===== config.mk =====
export PLATFORM = sky130hd
export DESIGN_NAME = chan_cfg_target
export DESIGN_NICKNAME = d
export VERILOG_FILES = /design/src/rtl/chan_cfg_pkg.sv /design/src/rtl/chan_cfg_decode.sv /design/src/rtl/chan_cfg_coproc.sv /design/src/rtl/chan_cfg_bank.sv /design/src/rtl/chan_cfg_target.sv
export SDC_FILE = /design/constraint.sdc
export NUM_CORES = 2
export LEC_CHECK = 0
export ABC_CLOCK_PERIOD_IN_PS = 2400
export BUFFER_PORTS_ARGS = -buffer_cell sky130_fd_sc_hd__buf_2
export CAP_MARGIN = 30
export CORE_AREA = 3 3 347 349
export DETAILED_ROUTE_END_ITERATION = 10
export DIE_AREA = 0 0 350 352
export PLACE_DENSITY_LB_ADDON = 0.3
export SYNTH_ARGS = -nofsm -noshare
export SYNTH_HDL_FRONTEND = slang
export SYNTH_HIERARCHICAL = 1
export SYNTH_SLANG_ARGS = --single-unit

===== constraint.sdc =====
create_clock -name clk -period 2.4 [get_ports clk]
set_input_delay 0.12 -clock clk [delete_from_list [all_inputs] [get_ports clk]]
set_output_delay 0.12 -clock clk [all_outputs]
set_load 0.02 [all_outputs]

===== src/rtl/chan_cfg_pkg.sv =====
package chan_cfg_pkg;

   // control register offsets relative to the end of the coprocessor window
   localparam int OFS_FLUSH = 0;
   localparam int OFS_DIR   = 1;
   localparam int OFS_NUM   = 2;
   localparam int OFS_DESC  = 3;
   localparam int OFS_DEPTH = 4;
   localparam int OFS_WIDTH = 5;
   localparam int OFS_BUF   = 6;
   localparam int OFS_RUN   = 7;
   localparam int NUM_CTRL  = 8;

   localparam logic DIR_TO_COP   = 1'b0;
   localparam logic DIR_FROM_COP = 1'b1;

   typedef enum logic [3:0] {
      K_COP, K_FLUSH, K_DIR, K_NUM, K_DESC,
      K_DEPTH, K_WIDTH, K_BUF, K_RUN, K_BAD
   } acc_kind_e;

endpackage


===== src/rtl/chan_cfg_decode.sv =====
module chan_cfg_decode
   import chan_cfg_pkg::*;
#(
   parameter int IOREG  = 4,
   parameter int ADDR_W = 5
)(
   input  logic [ADDR_W-1:0] addr,
   output acc_kind_e         kind
);
   localparam logic [ADDR_W-1:0] IO_BASE = ADDR_W'(IOREG);

   logic [ADDR_W-1:0] off;
   assign off = addr - IO_BASE;

   always_comb begin
      kind = K_BAD;
      if (addr < IO_BASE) kind = K_COP;
      else if (off == ADDR_W'(OFS_FLUSH)) kind = K_FLUSH;
      else if (off == ADDR_W'(OFS_DIR))   kind = K_DIR;
      else if (off == ADDR_W'(OFS_NUM))   kind = K_NUM;
      else if (off == ADDR_W'(OFS_DESC))  kind = K_DESC;
      else if (off == ADDR_W'(OFS_DEPTH)) kind = K_DEPTH;
      else if (off == ADDR_W'(OFS_WIDTH)) kind = K_WIDTH;
      else if (off == ADDR_W'(OFS_BUF))   kind = K_BUF;
      else if (off == ADDR_W'(OFS_RUN))   kind = K_RUN;
   end
endmodule


===== src/rtl/chan_cfg_coproc.sv =====
module chan_cfg_coproc #(
   parameter int N_CFG  = 3,
   parameter int N_STAT = 2,
   parameter int IDX_W  = 5,
   parameter int DW     = 32
)(
   input  logic                clk,
   input  logic                rst_n,
   input  logic                wr_en,
   input  logic [IDX_W-1:0]    idx,
   input  logic [DW-1:0]       wdata,
   input  logic [N_STAT*DW-1:0] status_i,
   output logic [N_CFG*DW-1:0]  config_o,
   output logic [DW-1:0]       rd_data
);
   for (genvar i = 0; i < N_CFG; i++) begin : g_cfg
      logic [DW-1:0] word_q;
      always_ff @(posedge clk or negedge rst_n) begin
         if (!rst_n)                             word_q <= '0;
         else if (wr_en && idx == IDX_W'(i))     word_q <= wdata;
      end
      assign config_o[i*DW +: DW] = word_q;

      // an addressed write lands in its configuration word
      assert_cfg_write_R4: assert property (@(posedge clk) disable iff (!rst_n)
         (wr_en && idx == IDX_W'(i)) |=> config_o[i*DW +: DW] == $past(wdata));
   end

   always_comb begin
      rd_data = '0;
      for (int i = 0; i < N_STAT; i++)
         if (idx == IDX_W'(i)) rd_data = status_i[i*DW +: DW];
   end
endmodule


===== src/rtl/chan_cfg_bank.sv =====
module chan_cfg_bank
   import chan_cfg_pkg::*;
#(
   parameter int NCH    = 5,
   parameter int SLOT_W = 3,
   parameter int DW     = 32
)(
   input  logic              clk,
   input  logic              rst_n,
   input  logic              flush,
   input  logic              wr_en,
   input  acc_kind_e         kind,
   input  logic [SLOT_W-1:0] slot,
   input  logic [DW-1:0]     wdata,
   output logic [NCH*DW-1:0] desc_o,
   output logic [NCH*DW-1:0] buf_o,
   output logic [NCH*DW-1:0] depth_o,
   output logic [NCH*DW-1:0] width_o,
   output logic [NCH-1:0]    run_o,
   output logic [DW-1:0]     rd_data
);
   logic [DW-1:0] desc_q  [NCH];
   logic [DW-1:0] buf_q   [NCH];
   logic [DW-1:0] depth_q [NCH];
   logic [DW-1:0] width_q [NCH];
   logic          run_q   [NCH];

   for (genvar c = 0; c < NCH; c++) begin : g_ch
      logic hit;
      assign hit = wr_en && (slot == SLOT_W'(c));

      always_ff @(posedge clk or negedge rst_n) begin
         if (!rst_n) begin
            desc_q[c]  <= '0;
            buf_q[c]   <= '0;
            depth_q[c] <= '0;
            width_q[c] <= '0;
            run_q[c]   <= 1'b0;
         end else if (flush) begin
            desc_q[c]  <= '0;
            buf_q[c]   <= '0;
            depth_q[c] <= '0;
            width_q[c] <= '0;
            run_q[c]   <= 1'b0;
         end else if (hit) begin
            case (kind)
               K_DESC:  desc_q[c]  <= wdata;
               K_BUF:   buf_q[c]   <= wdata;
               K_DEPTH: depth_q[c] <= wdata;
               K_WIDTH: width_q[c] <= wdata;
               K_RUN:   run_q[c]   <= wdata[0];
               default: ;
            endcase
         end
      end

      assign desc_o[c*DW +: DW]  = desc_q[c];
      assign buf_o[c*DW +: DW]   = buf_q[c];
      assign depth_o[c*DW +: DW] = depth_q[c];
      assign width_o[c*DW +: DW] = width_q[c];
      assign run_o[c]            = run_q[c];
   end

   always_comb begin
      rd_data = '0;
      for (int c = 0; c < NCH; c++) begin
         if (slot == SLOT_W'(c)) begin
            case (kind)
               K_DESC:  rd_data = desc_q[c];
               K_BUF:   rd_data = buf_q[c];
               K_DEPTH: rd_data = depth_q[c];
               K_WIDTH: rd_data = width_q[c];
               K_RUN:   rd_data = DW'(run_q[c]);
               default: ;
            endcase
         end
      end
   end

   // a flush leaves every channel stopped and cleared
   assert_flush_clears_R9: assert property (@(posedge clk) disable iff (!rst_n)
      flush |=> (run_o == '0 && desc_o == '0 && buf_o == '0));
endmodule


===== src/rtl/chan_cfg_target.sv =====
module chan_cfg_target
   import chan_cfg_pkg::*;
#(
   parameter int N_TO   = 2,
   parameter int N_FROM = 3,
   parameter int N_CFG  = 3,
   parameter int N_STAT = 2,
   parameter int IOREG  = 4,
   parameter int ADDR_W = 5,
   parameter int DW     = 32,
   localparam int NCH   = N_TO + N_FROM
)(
   input  logic                 clk,
   input  logic                 rst_n,
   input  logic                 req_valid,
   input  logic                 req_write,
   input  logic [ADDR_W-1:0]    req_addr,
   input  logic [DW-1:0]        req_wdata,
   output logic                 rsp_valid,
   output logic                 rsp_err,
   output logic [DW-1:0]        rsp_rdata,
   input  logic [N_STAT*DW-1:0] cop_status_i,
   output logic [N_CFG*DW-1:0]  cop_config_o,
   output logic [NCH*DW-1:0]    chan_desc_addr_o,
   output logic [NCH*DW-1:0]    chan_buf_addr_o,
   output logic [NCH*DW-1:0]    chan_depth_o,
   output logic [NCH*DW-1:0]    chan_width_o,
   output logic [NCH-1:0]       chan_run_o,
   output logic                 fifo_flush_o
);
   localparam int SLOT_W = (NCH > 1) ? $clog2(NCH) : 1;

   // elaboration-time parameter checks
   if (IOREG < N_CFG || IOREG < N_STAT) begin : g_bad_ioreg
      $error("IOREG must cover both coprocessor word counts");
   end
   if ((1 << ADDR_W) < IOREG + NUM_CTRL) begin : g_bad_addr
      $error("ADDR_W too narrow for the register map");
   end
   if (N_TO < 1 || N_FROM < 1 || DW < 8) begin : g_bad_cnt
      $error("need at least one channel per direction and DW >= 8");
   end

   acc_kind_e     kind;
   logic          dir_q;
   logic [DW-1:0] num_q;
   logic [DW-1:0] lim;
   logic [DW-1:0] slot_wide;
   logic          sel_ok;
   logic          is_chan;
   logic          wr, flush_now, chan_wr, cop_wr;
   logic [DW-1:0] cop_rd, bank_rd, rd_mux;
   logic          err_now;

   chan_cfg_decode #(.IOREG(IOREG), .ADDR_W(ADDR_W)) u_dec (
      .addr (req_addr),
      .kind (kind)
   );

   assign lim       = (dir_q == DIR_FROM_COP) ? DW'(N_FROM) : DW'(N_TO);
   assign sel_ok    = num_q < lim;
   assign slot_wide = (dir_q == DIR_FROM_COP) ? num_q + DW'(N_TO) : num_q;
   assign is_chan   = (kind == K_DESC) || (kind == K_DEPTH) || (kind == K_WIDTH) ||
                      (kind == K_BUF)  || (kind == K_RUN);
   assign wr        = req_valid && req_write;
   assign flush_now = wr && (kind == K_FLUSH);
   assign chan_wr   = wr && is_chan && sel_ok;
   assign cop_wr    = wr && (kind == K_COP);

   always_ff @(posedge clk or negedge rst_n) begin
      if (!rst_n) begin
         dir_q <= DIR_TO_COP;
         num_q <= '0;
      end else if (flush_now) begin
         dir_q <= DIR_TO_COP;
         num_q <= '0;
      end else if (wr && kind == K_DIR) begin
         dir_q <= req_wdata[0];
      end else if (wr && kind == K_NUM) begin
         num_q <= req_wdata;
      end
   end

   chan_cfg_coproc #(.N_CFG(N_CFG), .N_STAT(N_STAT), .IDX_W(ADDR_W), .DW(DW)) u_cop (
      .clk      (clk),
      .rst_n    (rst_n),
      .wr_en    (cop_wr),
      .idx      (req_addr),
      .wdata    (req_wdata),
      .status_i (cop_status_i),
      .config_o (cop_config_o),
      .rd_data  (cop_rd)
   );

   chan_cfg_bank #(.NCH(NCH), .SLOT_W(SLOT_W), .DW(DW)) u_bank (
      .clk     (clk),
      .rst_n   (rst_n),
      .flush   (flush_now),
      .wr_en   (chan_wr),
      .kind    (kind),
      .slot    (slot_wide[SLOT_W-1:0]),
      .wdata   (req_wdata),
      .desc_o  (chan_desc_addr_o),
      .buf_o   (chan_buf_addr_o),
      .depth_o (chan_depth_o),
      .width_o (chan_width_o),
      .run_o   (chan_run_o),
      .rd_data (bank_rd)
   );

   always_comb begin
      rd_mux  = '0;
      err_now = 1'b0;
      case (kind)
         K_COP:   rd_mux = cop_rd;
         K_DIR:   rd_mux = DW'(dir_q);
         K_NUM:   rd_mux = num_q;
         K_DESC, K_DEPTH, K_WIDTH, K_BUF, K_RUN: begin
            if (sel_ok) rd_mux  = bank_rd;
            else        err_now = 1'b1;
         end
         K_BAD:   err_now = 1'b1;
         default: ;
      endcase
   end

   always_ff @(posedge clk or negedge rst_n) begin
      if (!rst_n) begin
         rsp_valid    <= 1'b0;
         rsp_err      <= 1'b0;
         rsp_rdata    <= '0;
         fifo_flush_o <= 1'b0;
      end else begin
         rsp_valid    <= req_valid;
         rsp_err      <= req_valid && err_now;
         rsp_rdata    <= (req_valid && !req_write && !err_now) ? rd_mux : '0;
         fifo_flush_o <= flush_now;
      end
   end

   // one response per request, none without
   assert_rsp_follows_R2: assert property (@(posedge clk) disable iff (!rst_n)
      req_valid |=> rsp_valid);
   assert_no_spurious_rsp_R2: assert property (@(posedge clk) disable iff (!rst_n)
      !req_valid |=> !rsp_valid);
   // a write through an out-of-range selection touches no channel
   assert_bad_sel_ignored_R8: assert property (@(posedge clk) disable iff (!rst_n)
      (wr && is_chan && !sel_ok) |=> (rsp_err && $stable(chan_run_o) &&
                                      $stable(chan_desc_addr_o) && $stable(chan_depth_o)));
   // unmapped offsets answer with an error
   assert_bad_addr_err_R10: assert property (@(posedge clk) disable iff (!rst_n)
      (req_valid && kind == K_BAD) |=> (rsp_err && rsp_rdata == '0));
   // flush strobe only after a flush-register write
   assert_flush_pulse_R9: assert property (@(posedge clk) disable iff (!rst_n)
      flush_now |=> fifo_flush_o);
   assert_flush_quiet_R9: assert property (@(posedge clk) disable iff (!rst_n)
      !flush_now |=> !fifo_flush_o);
endmodule


Word-level counts from Yosys, hierarchy flattened
Index checks and enable logic that the tools add are counted.

Register bits after elaboration: 809. Input bits: 105. Output and inout port bits: 776. Logic and storage cells: 216.

Add/sub/neg operators: 2. $lt $le $gt $ge: 2. Eq/ne operators: 23. Mux-type cells: 88. Reduce and logical (&&, ||, !) cells: 67.

Operators by type and width (count): $mux 32 (56); $pmux 32 s5 (5); $pmux 32 s4 (1); $reduce_and 2->1 (26); $lt 32x2->1 (1); $mux 4 (8); $reduce_bool 2->1 (12); $eq 5x3->1 const B (4); $logic_and 1x1->1 (18); $eq 4x3->1 const B (4); $mux 1 (16); $eq 5x2->1 const B (3); $eq 5x1->1 const B (2); $logic_not 5->1 (2); $eq 4x2->1 const B (2); $eq 4x4->1 const B (2); $eq 3x2->1 const B (2); $lt 5x3->1 const B (1); $reduce_or 5->1 (1); $sub 5x3->5 const B (1); $eq 4x1->1 const B (1); $logic_not 4->1 (1); $logic_or 1x1->1 (4); $add 3x2->3 const B (1); other kinds (7) (8).

Longest topological paths before layout
Word-level depth: 25. Gate-level depth with buffers: 16. Gate-level depth less buffers: 11.

Modules after synthesis
The synthesis kept the hierarchy.

By module, submodules not included: chan_cfg_bank (times used 1, cells an instance 2707, area each 29190.5 um^2, sequential area each 16140.5 um^2); chan_cfg_coproc (times used 1, cells an instance 250, area each 4101.4 um^2, sequential area each 2402.3 um^2); chan_cfg_target (times used 1, cells an instance 231, area each 3041.7 um^2, sequential area each 1701.6 um^2); chan_cfg_decode (times used 1, cells an instance 13, area each 86.3 um^2, sequential area each 0.0 um^2).

Least setup slack after synthesis
OpenSTA, ideal clock, no wires.

Path kind: input to register. From: input req_addr[2]. To: register u_bank.desc_q, in the netlist u_bank/desc_o[65]. Library setup time: 128 ps. Data arrival time: 2886 ps. Required time: 2272 ps. Setup slack: -615 ps. Stages: 13. Buffers on the path: 5. Cells stage by stage: nand3b_1 a21oi_1 nor3_1 mux2_2 buf_2 and3b_1 buf_2 nor2b_1 buf_4 buf_4 a31oi_4 buf_6 o21ai_2.

Elaborated cells on any way between the ends: 37. Classes of those cells: add/sub: 1; order compare: 1; eq/ne: 13; mux: 10; reduce/logical: 12.

RTL lines: start, declared (RTL line chan_cfg_target.sv:17) `input logic [ADDR_W-1:0] req_addr,`; $sub 5x3->5 (RTL line chan_cfg_decode.sv:13) `assign off = addr - IO_BASE;`; $eq 5x3->1 (RTL line chan_cfg_decode.sv:24) `else if (off == ADDR_W'(OFS_BUF)) kind = K_BUF;`; $mux 4 (RTL line chan_cfg_decode.sv:24); $mux 4 (RTL line chan_cfg_decode.sv:23) `else if (off == ADDR_W'(OFS_WIDTH)) kind = K_WIDTH;`; $mux 4 (RTL line chan_cfg_decode.sv:22) `else if (off == ADDR_W'(OFS_DEPTH)) kind = K_DEPTH;`; $mux 4 (RTL line chan_cfg_decode.sv:21) `else if (off == ADDR_W'(OFS_DESC)) kind = K_DESC;`; $mux 4 (RTL line chan_cfg_decode.sv:20) `else if (off == ADDR_W'(OFS_NUM)) kind = K_NUM;`; $mux 4 (RTL line chan_cfg_decode.sv:19) `else if (off == ADDR_W'(OFS_DIR)) kind = K_DIR;`; (+2 left out); via kind[2] (RTL line chan_cfg_target.sv:44) `acc_kind_e kind;`; $eq 4x3->1 (RTL line chan_cfg_target.sv:63) `assign is_chan = (kind == K_DESC) || (kind == K_DEPTH) || (kind == K_WIDTH) ||`; $logic_or 1x1->1 (3 in a row) (RTL line chan_cfg_target.sv:63); $logic_or 1x1->1 (*) (RTL line chan_cfg_target.sv:64) `(kind == K_BUF) || (kind == K_RUN);`; $logic_and 1x1->1 (*) (2 in a row) (RTL line chan_cfg_target.sv:67) `assign chan_wr = wr && is_chan && sel_ok;`; via chan_wr (RTL line chan_cfg_target.sv:51) `logic wr, flush_now, chan_wr, cop_wr;`; $logic_and 1x1->1 (*) (RTL line chan_cfg_bank.sv:30) `assign hit = wr_en && (slot == SLOT_W'(c));`; $reduce_bool 2->1 (no line) (*); $reduce_and 2->1 (no line) (*); end signal, assigned by index (RTL line chan_cfg_bank.sv:47) `K_DESC: desc_q[c] <= wdata;`; end, declared (RTL line chan_cfg_bank.sv:22) `logic [DW-1:0] desc_q [NCH];`.

Mark *: on every way through the listed nets, which the timed path passes. The rest lies on a longest branch. A chain may end at the register's enable or synchronous reset.

Final worst setup path
From: register num_q[4]. To: register u_bank.width_q, in the netlist u_bank/width_o[102].

Longest elaborated chain between the ends: 5.

Ends and longest elaborated chain: start, declared (RTL line chan_cfg_target.sv:46) `logic [DW-1:0] num_q;`; start signal, assigned (RTL line chan_cfg_target.sv:80) `num_q <= req_wdata;`; $lt 32x2->1 (RTL line chan_cfg_target.sv:61) `assign sel_ok = num_q < lim;`; $logic_and 1x1->1 (RTL line chan_cfg_target.sv:67); via chan_wr (RTL line chan_cfg_target.sv:51); $logic_and 1x1->1 (RTL line chan_cfg_bank.sv:30); $reduce_bool 2->1 (no line); $reduce_and 2->1 (no line); end signal, assigned by index (RTL line chan_cfg_bank.sv:50) `K_WIDTH: width_q[c] <= wdata;`; end, declared (RTL line chan_cfg_bank.sv:25) `logic [DW-1:0] width_q [NCH];`.

The timed path passes the listed nets, and every way through them passes these cells.

==> flow_summary.ini <==
[outcome]
outcome = finished with violations
violations = setup timing

[critical_path]
required_ns = 2.93
cp_slowest_cell = dfrtp_1
cpLargestDelayFamily = simple AND/OR/NAND/NOR gates
cp_common_cell = buf_12
crit_fanout = 38
worstPathArrival_ns = 3.38
cp-end-kind = register
cp_num_buf_inv = 4
cp-start-kind = register
r2r_setup_slack_ns = -0.46
crit_chain = nor4_2, buf_4, nand4_1, nor3_2, and3b_2, nor2b_4, buf_12, a31o_4, buf_12, o21ai_4, buf_12, nand2_2, o21ai_1
crit_type = reg -> reg
cpPeakStageDelay_ns = 0.43

[detailed_routing]
drc = 0
drt_iter0_markers = 2871
wl_per_cell_um = 28.99
via_count = 31772
antenna_left = 0
wl_um = 174100
viasPerCell = 5.293
first_pass_iters = 7

[sta]
relSlewSlack = 0.5165
min_period_ns = 2.859
rsz0062_at_grt = true
worst_pin_slew_ns = 0.7225
fmax_mhz = 349.8
hold_viol = 0
setup-tns-final_ns = -175.80
period_share = 1.191
drv_slew = 0
skew_ns = 0.02337
finalSetupViolations = 611
hold_slack_ns = 0.07050
setup_ws_ns = -0.4588

[yosys]
yosys.area_share.simple = 0.1025
netlist_area_sq_mm = 0.03642
synth_area_leaders = dfrtp_1, mux4_2, nand2_1
yosys_warnings = 6
syn_inst = 3201
synth_area_leader_cell = dfrtp_1
synth_top_cell_area_share = 0.5559
syn_avg_cell_area_sq_um = 11.38
synth_seq_area_share = 0.5559
synth_top_family_by_area = compound AO/OA/AOI/OAI gates
synth_seq_cells = 809
synth_compound_gate_area_share = 0.1638
async_flop_share = 1.000
synth.distinct_cells = 72
ys.flop_type = dfrtp_1
synthAdderAreaFrac = 0
synth_fp_nets = 3306
synthMuxAreaShare = 0.1304
synth_edf_count = 0
synth_xor_area_frac = 0.0009619

[clocking]
cts_made_buffers = 93
cts_tree = built
cts_root_buf = clkbuf_16
clk_path_buf_depth = 3
cts.htree.levels = 3
clkTransAtPathRegs_ns = 0.06
clk_latency_ns = 0.66
cts_sinks = 809

[global_route]
gr-total-overflow = 0
grt_pass1_wl_um = 237300
grt.busiest_layer = met2
grt_pass1_vias = 30977
grt_max_degree = 102
grt_usage = 0.2668
antenna_found_initial = 9
gr-usage-met2 = 0.4202
met3_usage = 0.06328
grtUsageMet1 = 0.3543

[power]
power.internal_w = 0.03117
power_leakage_nw = 25.16
ir_worst_vdd_uv = 624.3
p_seq_frac = 0.382
power_w = 0.04976
p_sw_frac = 0.3736
powerDensity_mw_per_mm2 = 964.1
combPwrFrac = 0.316
switchingPower_w = 0.01859
clock_power_share = 0.302

[worst_hold_path]
min_path_type = in -> reg

[place]
dp_hpwl_um = 128800
port_buffers = 880
gp_congestion = 0.9032

[layout]
num-fill-cells = 11076
drive_gt1_frac = 0.4454
syn_to_final_growth_pct = 41.71
most-common-layout-cells = buf_2, dfrtp_1, nand2_1
final_common_cell = buf_2
nets = 4492

[die]
die_h_um = 352
start_util = 0.3093
die_w_um = 350
design.core.area_sq_mm = 0.1178
die_area_sq_mm = 0.1232
ioPinCount = 881
num_rows = 126

[run]
cap_violations = 0
stage by stage:
step / cells / util / cell area (sq um) / setup WS, ns
6_report: 6003 / 0.4383 / 51610 / -0.4588
2_1_floorplan: 3201 / - / 36960 / -0.1292
3_3_place_gp: 5694 / 0.3898 / 45910 / -0.8163
4_1_cts: 5953 / 0.4265 / 50230 / -0.3923
3_5_place_dp: 5694 / 0.3898 / 45910 / -0.8014
5_1_grt: 5998 / 0.4381 / 51600 / -0.4576
cells by family (layout without fill, tap and decap cells):
group / after synthesis / in the layout
and+or+nand+nor: 842 / 842
DFF: 809 / 809
muxes: 288 / 288
buffers and inverters: 314 / 1574
AOI/OAI and AO/OA: 944 / 944
other: 0 / 6
xor gates and xnor gates: 4 / 4
timing repair:
item | CTS | global route
gates resized for setup | 73 | 177
endpoints found under the setup margin | 677 | 669
hold buffers | 83 | 0
gates cloned | 0 | 24
pin swaps | 9 | 56
endpoints found under the hold margin | 689 | 0
setup buffers | 7 | 20
power groups by stage:
| stage | combinational (W) | sequential, W | clock [W] |
|---|---|---|---|
| finish | 0.0157 | 0.0190 | 0.0150 |
| global route | 0.0167 | 0.0193 | 0.0158 |
| floorplan | 0.00474 | 0.0215 | 0 |
| global placement | 0.0151 | 0.0190 | 0 |
| CTS | 0.0155 | 0.0189 | 0.0153 |
| detailed placement | 0.0152 | 0.0191 | 0 |
state kept, by name (all words and copies together), names as in the netlist, 5 cells and up:
name                flops
u_bank/run_o            5
num_q                  32
rsp_rdata              32
u_bank/width_o        160
u_bank/desc_o         160
u_bank/buf_o          160
u_bank/depth_o        160
u_cop/g_cfg.word_q     96
routing by layer:
metal | vias to the layer above | wire length [um]
met2 | 1448 | 80250
li1 | 13872 | -
met4 | 8 | 7868
met3 | 329 | 14370
met1 | 16115 | 71520
met5 | - | 53
worst reg2reg max path, delay by kind of cell, from the launching register on:
| family | cells | cell delay (ns) |
|---|---|---|
| and+or+nand+nor | 6 | 1.29 |
| buffers and inverters | 4 | 0.65 |
| DFF | 1 | 0.43 |
| AOI/OAI and AO/OA | 3 | 0.36 |
path summary, 6_finish.rpt:
| kind | from | to | cells after the start |
|---|---|---|---|
| worst max-delay path | num_q[4] | u_bank/width_o[102] | 13 |
| worst min-delay path | cop_status_i[50] | rsp_rdata[18] | 4 |
| worst max register to register | num_q[4] | u_bank/width_o[102] | 13 |
| worst min register to register | u_bank/desc_o[82] | u_bank/desc_o[82] | 2 |
| max in group asynchronous | rst_n | u_bank/depth_o[47] | 4 |
| min in group asynchronous | rst_n | u_cop/g_cfg[0].word_q[22] | 3 |
Yosys cell counts, drive strengths merged (6+ instances only):
library cell / n
dfrtp: 809
nand2: 699
o21ai: 650
buf: 165
clkbuf: 145
mux4: 130
mux2: 102
a22o: 73
mux2i: 56
a21oi: 42
nor3: 39
a31oi: 36
nand2b: 35
a222oi: 31
a22oi: 27
o22ai: 27
a21o: 26
nor2: 18
a211oi: 9
nor4: 9
nor2b: 7
nand3: 6
cell type report:
cell class,count,area (sq um),area share
Sequential cell,809,20250,0.3923
Multi-Input combinational cell,2078,15360,0.2977
Timing Repair Buffer,1401,10860,0.2104
Clock buffer,132,2676,0.05186
Tap cell,1536,1922,0.03724
Clock inverter,37,515.5,0.009988
Inverter,4,15.01,0.0002909
Antenna cell,6,15.01,0.0002909
Power figures use the tool's default switching activity.
